### config.mk
export PLATFORM = sky130hd
export DESIGN_NAME = bcm_led_driver
export DESIGN_NICKNAME = d
export VERILOG_FILES = /design/src/rtl/bcm_pkg.sv /design/src/rtl/bcm_regfile.sv /design/src/rtl/bcm_sequencer.sv /design/src/rtl/bcm_shifter.sv /design/src/rtl/bcm_led_driver.sv
export SDC_FILE = /design/constraint.sdc
export NUM_CORES = 2
export LEC_CHECK = 0
export ABC_AREA = 0
export BUFFER_PORTS_ARGS = -buffer_cell sky130_fd_sc_hd__buf_2
export CORE_MARGIN = 3
export CORE_UTILIZATION = 30
export CTS_CLUSTER_DIAMETER = 150
export DETAILED_ROUTE_END_ITERATION = 8
export PLACE_DENSITY = 0.52
export SKIP_CTS_REPAIR_TIMING = 1
export SLEW_MARGIN = 10
export SYNTH_ARGS = -nofsm -noshare
export SYNTH_HDL_FRONTEND = slang
export SYNTH_HIERARCHICAL = 1
export SYNTH_SLANG_ARGS = --single-unit
### constraint.sdc
create_clock -name clk -period 5.1 [get_ports clk]
set_input_delay 0.255 -clock clk [delete_from_list [all_inputs] [get_ports clk]]
set_output_delay 0.255 -clock clk [all_outputs]
set_load 0.02 [all_outputs]
### src/rtl/bcm_pkg.sv
// Shared types for the binary code modulation driver.
// Assumes nothing beyond a single clock domain.
package bcm_pkg;
    // Which part of a bit period is running.
    typedef enum logic {
        PH_DATA  = 1'b0,
        PH_RESET = 1'b1
    } phase_t;
endpackage

### src/rtl/bcm_regfile.sv
// Brightness register file with transposed plane view.
// Stores only the upper DEPTH bits of each word and presents them regrouped
// by bit weight. Assumes wr_addr < NCH.
module bcm_regfile #(
    parameter int NCH    = 32,
    parameter int WORD_W = 16,
    parameter int DEPTH  = 14,
    parameter int ADDR_W = $clog2(NCH)
) (
    input  logic                       clk,
    input  logic                       rst_n,
    input  logic                       wr_en,
    input  logic [ADDR_W-1:0]          wr_addr,
    input  logic [WORD_W-1:0]          wr_data,
    output logic [DEPTH-1:0][NCH-1:0]  pend_planes
);
    logic [DEPTH-1:0] level [NCH];

    // Capture the used bits of a written word; clear all on reset.
    always_ff @(posedge clk) begin
        if (!rst_n) begin
            for (int c = 0; c < NCH; c++) level[c] <= '0;
        end else if (wr_en) begin
            level[wr_addr] <= wr_data[WORD_W-1 -: DEPTH];
        end
    end

    // Regroup stored levels into one word per bit weight.
    for (genvar i = 0; i < DEPTH; i++) begin : g_plane
        for (genvar j = 0; j < NCH; j++) begin : g_chan
            assign pend_planes[i][j] = level[j][i];
        end
    end
endmodule

### src/rtl/bcm_sequencer.sv
// Period sequencer: walks plane indices and alternates data and reset cycles.
// The length of the next cycle is loaded only at the current boundary.
// Assumes SHIFT_TICKS exceeds the shift time and RST_TICKS >= 1.
module bcm_sequencer
    import bcm_pkg::*;
#(
    parameter int DEPTH       = 14,
    parameter int SHIFT_TICKS = 72,
    parameter int BASE_TICKS  = 16,
    parameter int RST_TICKS   = 4,
    parameter int LEN_W       = 20,
    parameter int IDX_W       = $clog2(DEPTH)
) (
    input  logic              clk,
    input  logic              rst_n,
    output phase_t            phase,
    output logic [IDX_W-1:0]  idx,
    output logic [LEN_W-1:0]  cnt,
    output logic              last,
    output logic              frame_load
);
    logic [LEN_W-1:0] cur_len;
    logic [IDX_W-1:0] nxt_idx;

    // Data-cycle length for a given plane index.
    function automatic logic [LEN_W-1:0] data_len(input logic [IDX_W-1:0] i);
        return LEN_W'(SHIFT_TICKS) + (LEN_W'(BASE_TICKS) << i);
    endfunction

    // Boundary detection and the index that follows.
    always_comb begin
        last       = (cnt == cur_len - LEN_W'(1));
        nxt_idx    = (idx == IDX_W'(DEPTH - 1)) ? '0 : idx + IDX_W'(1);
        frame_load = last && (phase == PH_RESET) && (nxt_idx == '0);
    end

    // Tick counter, phase and preloaded length update.
    always_ff @(posedge clk) begin
        if (!rst_n) begin
            phase   <= PH_DATA;
            idx     <= '0;
            cnt     <= '0;
            cur_len <= data_len('0);
        end else if (last) begin
            cnt <= '0;
            if (phase == PH_DATA) begin
                phase   <= PH_RESET;
                cur_len <= LEN_W'(RST_TICKS);
            end else begin
                phase   <= PH_DATA;
                idx     <= nxt_idx;
                cur_len <= data_len(nxt_idx);
            end
        end else begin
            cnt <= cnt + LEN_W'(1);
        end
    end


    // A reset cycle is always followed by a fresh data cycle.
    reset_then_data_chk: assert property (@(posedge clk) disable iff (!rst_n)
        (phase == PH_RESET && last) |=> (phase == PH_DATA && cnt == '0));


    // New planes are taken only as plane 0 begins.
    load_at_zero_chk: assert property (@(posedge clk) disable iff (!rst_n)
        frame_load |=> (idx == '0 && phase == PH_DATA));
endmodule

### src/rtl/bcm_shifter.sv
// Output stage: serialises the current plane and decodes strobe and clear.
// All outputs are registered. Bit order is low half first, MSB first within
// each half, with two ticks per bit (low then high clock phase).
module bcm_shifter
    import bcm_pkg::*;
#(
    parameter int NCH         = 32,
    parameter int LEN_W       = 20,
    parameter int SHIFT_TICKS = 72
) (
    input  logic              clk,
    input  logic              rst_n,
    input  phase_t            phase,
    input  logic [LEN_W-1:0]  cnt,
    input  logic              last,
    input  logic [NCH-1:0]    plane,
    output logic              sdo,
    output logic              sclk,
    output logic              strobe,
    output logic              clr_n
);
    localparam int HALF  = NCH / 2;
    localparam int POS_W = $clog2(NCH);

    logic             sdo_d, sclk_d, strobe_d, clr_n_d;
    logic [POS_W-1:0] pos;
    int               k;

    // Pick the bit for the current tick and decode the pulses.
    always_comb begin
        k        = 0;
        pos      = '0;
        sdo_d    = 1'b0;
        sclk_d   = 1'b0;
        if (phase == PH_DATA && cnt < LEN_W'(2 * NCH)) begin
            k      = int'(cnt >> 1);
            pos    = (k < HALF) ? POS_W'(HALF - 1 - k) : POS_W'(NCH - 1 - (k - HALF));
            sdo_d  = plane[pos];
            sclk_d = cnt[0];
        end
        strobe_d = (phase == PH_DATA) && (cnt == LEN_W'(SHIFT_TICKS));
        clr_n_d  = !((phase == PH_RESET) && last);
    end

    // Register the pins.
    always_ff @(posedge clk) begin
        if (!rst_n) begin
            sdo    <= 1'b0;
            sclk   <= 1'b0;
            strobe <= 1'b0;
            clr_n  <= 1'b1;
        end else begin
            sdo    <= sdo_d;
            sclk   <= sclk_d;
            strobe <= strobe_d;
            clr_n  <= clr_n_d;
        end
    end


    // The latch pulse lands with the shift clock at rest.
    strobe_clk_low_chk: assert property (@(posedge clk) disable iff (!rst_n)
        strobe |-> !sclk);


    // The latch pulse lasts one tick.
    strobe_single_chk: assert property (@(posedge clk) disable iff (!rst_n)
        strobe |=> !strobe);


    // The clear pulse lasts one tick.
    clear_single_chk: assert property (@(posedge clk) disable iff (!rst_n)
        !clr_n |=> clr_n);


    // Clear and latch never overlap.
    no_overlap_chk: assert property (@(posedge clk) disable iff (!rst_n)
        !(strobe && !clr_n));
endmodule

### src/rtl/bcm_led_driver.sv
// Binary code modulation LED driver top.
// Holds brightness, double-buffers the bit planes at frame start and drives
// an external shift-register chain. One modulation tick per clk cycle.
module bcm_led_driver
    import bcm_pkg::*;
#(
    parameter int NCH         = 32,
    parameter int WORD_W      = 16,
    parameter int DEPTH       = 14,
    parameter int SHIFT_TICKS = 72,
    parameter int BASE_TICKS  = 16,
    parameter int RST_TICKS   = 4,
    parameter int ADDR_W      = $clog2(NCH)
) (
    input  logic              clk,
    input  logic              rst_n,
    input  logic              wr_en,
    input  logic [ADDR_W-1:0] wr_addr,
    input  logic [WORD_W-1:0] wr_data,
    output logic              sdo,
    output logic              sclk,
    output logic              strobe,
    output logic              clr_n
);
    localparam int IDX_W = $clog2(DEPTH);
    localparam int LEN_W = $clog2(SHIFT_TICKS + (BASE_TICKS << (DEPTH - 1)) + RST_TICKS + 1);

    logic [DEPTH-1:0][NCH-1:0] pend_planes;
    logic [DEPTH-1:0][NCH-1:0] active;
    phase_t                    phase;
    logic [IDX_W-1:0]          idx;
    logic [LEN_W-1:0]          cnt;
    logic                      last;
    logic                      frame_load;

    bcm_regfile #(.NCH(NCH), .WORD_W(WORD_W), .DEPTH(DEPTH), .ADDR_W(ADDR_W)) u_regs (
        .clk(clk), .rst_n(rst_n), .wr_en(wr_en), .wr_addr(wr_addr),
        .wr_data(wr_data), .pend_planes(pend_planes)
    );

    bcm_sequencer #(.DEPTH(DEPTH), .SHIFT_TICKS(SHIFT_TICKS), .BASE_TICKS(BASE_TICKS),
                    .RST_TICKS(RST_TICKS), .LEN_W(LEN_W), .IDX_W(IDX_W)) u_seq (
        .clk(clk), .rst_n(rst_n), .phase(phase), .idx(idx), .cnt(cnt),
        .last(last), .frame_load(frame_load)
    );

    // Swap in the pending planes only as a new frame begins.
    always_ff @(posedge clk) begin
        if (!rst_n)          active <= '0;
        else if (frame_load) active <= pend_planes;
    end

    bcm_shifter #(.NCH(NCH), .LEN_W(LEN_W), .SHIFT_TICKS(SHIFT_TICKS)) u_out (
        .clk(clk), .rst_n(rst_n), .phase(phase), .cnt(cnt), .last(last),
        .plane(active[idx]), .sdo(sdo), .sclk(sclk), .strobe(strobe), .clr_n(clr_n)
    );


    // The played planes change only on a frame load.
    active_hold_chk: assert property (@(posedge clk) disable iff (!rst_n)
        !frame_load |=> $stable(active));
endmodule

==> impl_metrics.yaml <==
worst_setup_path:
  cp_max_fo: 23
  start_kind: "flop"
  end_kind: "flop"
  required_ns: 5.66
  critical_path_arrival_ns: 4.51
  r2r-start: "u_seq/cur_len[2]"
  rr_worst_depth: 13
  rrSetupSlack_ns: 1.15
  r2r-end: "active[177]"
  worstSetupPathType: "flop to flop"
cells_and_area:
  seqCellArea_sq_um: 23300
  multiInputGateArea_sq_um: 15200
  n_fill_cell: 13039
  final_net_count: 3145
  drive_gt1_share_pct: 14.7
  area_growth_pct: 13.2
  utilization_pct: 34.3
clock_tree:
  clock_path_buffers: 3
  clk_pin_slew_ns: 0.06
  cts_tree: "built"
  cts.sinks: 938
  cts_made_buffers: 104
  clockRootBuffer: "clkbuf_16"
  clock_latency_ns: 0.69
  cts_max_level: 3
hold_path:
  min_path_type: "input port to flop"
  hold_path_depth: 2
  hold_start: "rst_n"
  hold_end: "active[287]"
timing:
  min_period_ns: 3.95
  rsz0062_at_grt: "no"
  fmax_ghz: 0.253
  fin_setup_tns_ns: 0
  tightest_slew_ns: 1.09
  period_share_pct: 77.4
  setup_viol: 0
  worst_slack_ns: 1.15
  maxSlewViolCount: 0
  hold_violations: 0
  slew_headroom_pct: 26.7
  finClkSkew_ns: 0.0279
detailed_routing:
  remaining_drc_errors: 0
  wire_per_inst_microns: 21.5
  antenna_left: 0
  drtIter0Drc: 1729
  drtPass1Iterations: 4
  avgViaCountPerCell: 4.90
  wl_microns: 107000
  num_vias: 24323
status:
  status: "finished, final reports clean"
logic_synthesis:
  synth_fa_ha_area_share_pct: 0.0937
  synth_area_sq_um: 40100
  synthFlopType: "dfxtp_1"
  yosys.area_share.simple_pct: 16.4
  synth_edf_count: 448
  ys_warn_count: 6
  ys_ff_latch: 938
  synth_top_family_by_area: "multiplexers"
  synth_mux_area_share_pct: 17.9
  synthCells: 3169
  yosys.cell_types.count: 56
  synth-seq-area-share_pct: 58.1
  synth_nets: 3196
  synth_area_per_cell_sq_um: 12.6
  synth-async-reset-ratio_pct: 0
  synth_compound_area_share_pct: 2.62
  synth-xor-area-share_pct: 0.852
floorplan:
  die_w_microns: 371
  die_area_sq_um: 138000
  io_pins: 28
  num_rows: 133
  core-area_sq_um: 132000
  die_h_microns: 371
  start_util_pct: 30.3
place:
  routabilityCongestion: 0.718
  io_buffers: 25
  hpwl_microns: 58000
  dpl_worst_slack_ns: 1.17
power_and_ir_drop:
  ir_drop_uv: 266
  p_leak_nw: 13.0
  powerDensity_nw_per_um2: 358
global_route:
  grt_pass1_wl_microns: 159000
  grt_usage_pct: 15.2
  global_route.overflow_total: 0
  antenna_found_initial: 2
  grt_max_degree: 176
  grt_pass1_vias: 23902
run:
  cap_violations: 0
registers in the layout, summed over array words and instances, names as in the netlist:
signal,cells
u_seq/cnt,18
u_out/clr_n,1
u_out/sdo,1
u_out/sclk,1
u_seq/idx,4
active,448
u_regs/level,448
u_seq/cur_len,16
u_out/strobe,1
routing by layer:
layer / track usage [%] / up-vias / share of wire [%]
met3: 1.98 / 127 / 4.0
met2: 24.6 / 461 / 47
met5: 0 / - / 0
met1: 21.5 / 12312 / 47
li1: - / 11423 / -
met4: 4.14 / 0 / 2.1
through the flow:
stage | instance area [sq um] | hold WS (ns) | power, mW | instances
after CTS | 45300 | 0.0377 | 16.5 | 4964
final | 45400 | 0.0447 | 16.2 | 4966
after floorplan | 40100 | 0.340 | 8.59 | 3169
after global placement | 41900 | 0.459 | 8.82 | 4767
after global routing | 45400 | 0.0671 | 16.8 | 4964
after detailed placement | 41900 | 0.466 | 8.83 | 4767
cells in the final DEF (no fill, tap or decap), drive strengths merged, types with 7 or more instances in the layout:
cell / n
nand3: 48
o22ai: 14
edfxtp: 448
clkbuf: 151
nand4bb: 15
xor2: 19
bufinv: 7
dfxtp: 490
nand3b: 7
a21oi: 17
a22oi: 20
nor3: 399
nand2: 39
o21ai: 73
mux4: 89
xnor2: 20
clkinv: 49
mux2i: 518
buf: 128
inv: 8
nor2b: 453
o311ai: 20
nand4: 11
nor2: 93
o32ai: 13
logic make-up (layout without fill, tap and decap cells):
kind of cell / Yosys count / after routing
DFF: 938 / 938
other: 0 / 2
AOI/OAI and AO/OA: 166 / 166
muxes: 607 / 607
adders and majority gates: 3 / 3
buffers and inverters: 304 / 344
and+or+nand+nor: 1112 / 1112
xor gates and xnor gates: 39 / 39
cell usage after synthesis, types with 32 or more instances:
cell / count / area (sq um)
buf_2: 146 / 731
clkbuf_1: 95 / 357
mux4_2: 89 / 2000
o21ai_0: 32 / 160
nor3_2: 58 / 581
nand2_1: 39 / 146
dfxtp_1: 490 / 9810
nand3_1: 33 / 165
nor3_1: 341 / 1710
o21ai_1: 41 / 205
mux2i_1: 518 / 5180
edfxtp_1: 448 / 13500
nor2b_1: 453 / 2830
nor2_1: 92 / 345
cell type report:
class / instances / area share (%)
flip-flops and latches: 938 / 51.3
multi-input cells: 1927 / 33.6
clock buffers: 151 / 6.66
well taps: 1755 / 4.84
repair buffers: 128 / 2.42
clock inverters: 46 / 0.999
inverters: 19 / 0.157
diodes: 2 / 0.0110
where the power goes:
group	leakage [nW]	total [mW]	internal [mW]	switching (mW)
clock	1.72	7.59	4.47	3.12
combinational	3.09	0.532	0.122	0.409
sequential	8.21	8.13	8.07	0.0592
worst max path at each step:
stage	startpoint	endpoint	slack [ns]	cells past startpoint
3_3_place_gp	u_seq/cur_len[2]	active[269]	1.16	13
6_report	u_seq/cur_len[2]	active[177]	1.15	13
5_1_grt	u_seq/cur_len[2]	active[177]	0.85	13
4_1_cts	u_seq/cur_len[2]	active[305]	1.16	13
3_5_place_dp	u_seq/cur_len[2]	active[269]	1.17	13
2_1_floorplan	u_seq/cur_len[2]	active[10]	1.66	15
critical path: stages, from the launching register on:
cell	delay [ns]
dfxtp_1	0.29
buf_4	0.18
inv_1	0.19
ha_1	0.29
nor4b_2	0.43
nand3_1	0.15
or3_1	0.34
a221oi_1	0.32
and4_1	0.29
and4_4	0.30
buf_4	0.28
buf_4	0.44
mux2i_1	0.24
nor2b_1	0.06
(Power assumes the default switching activity.)
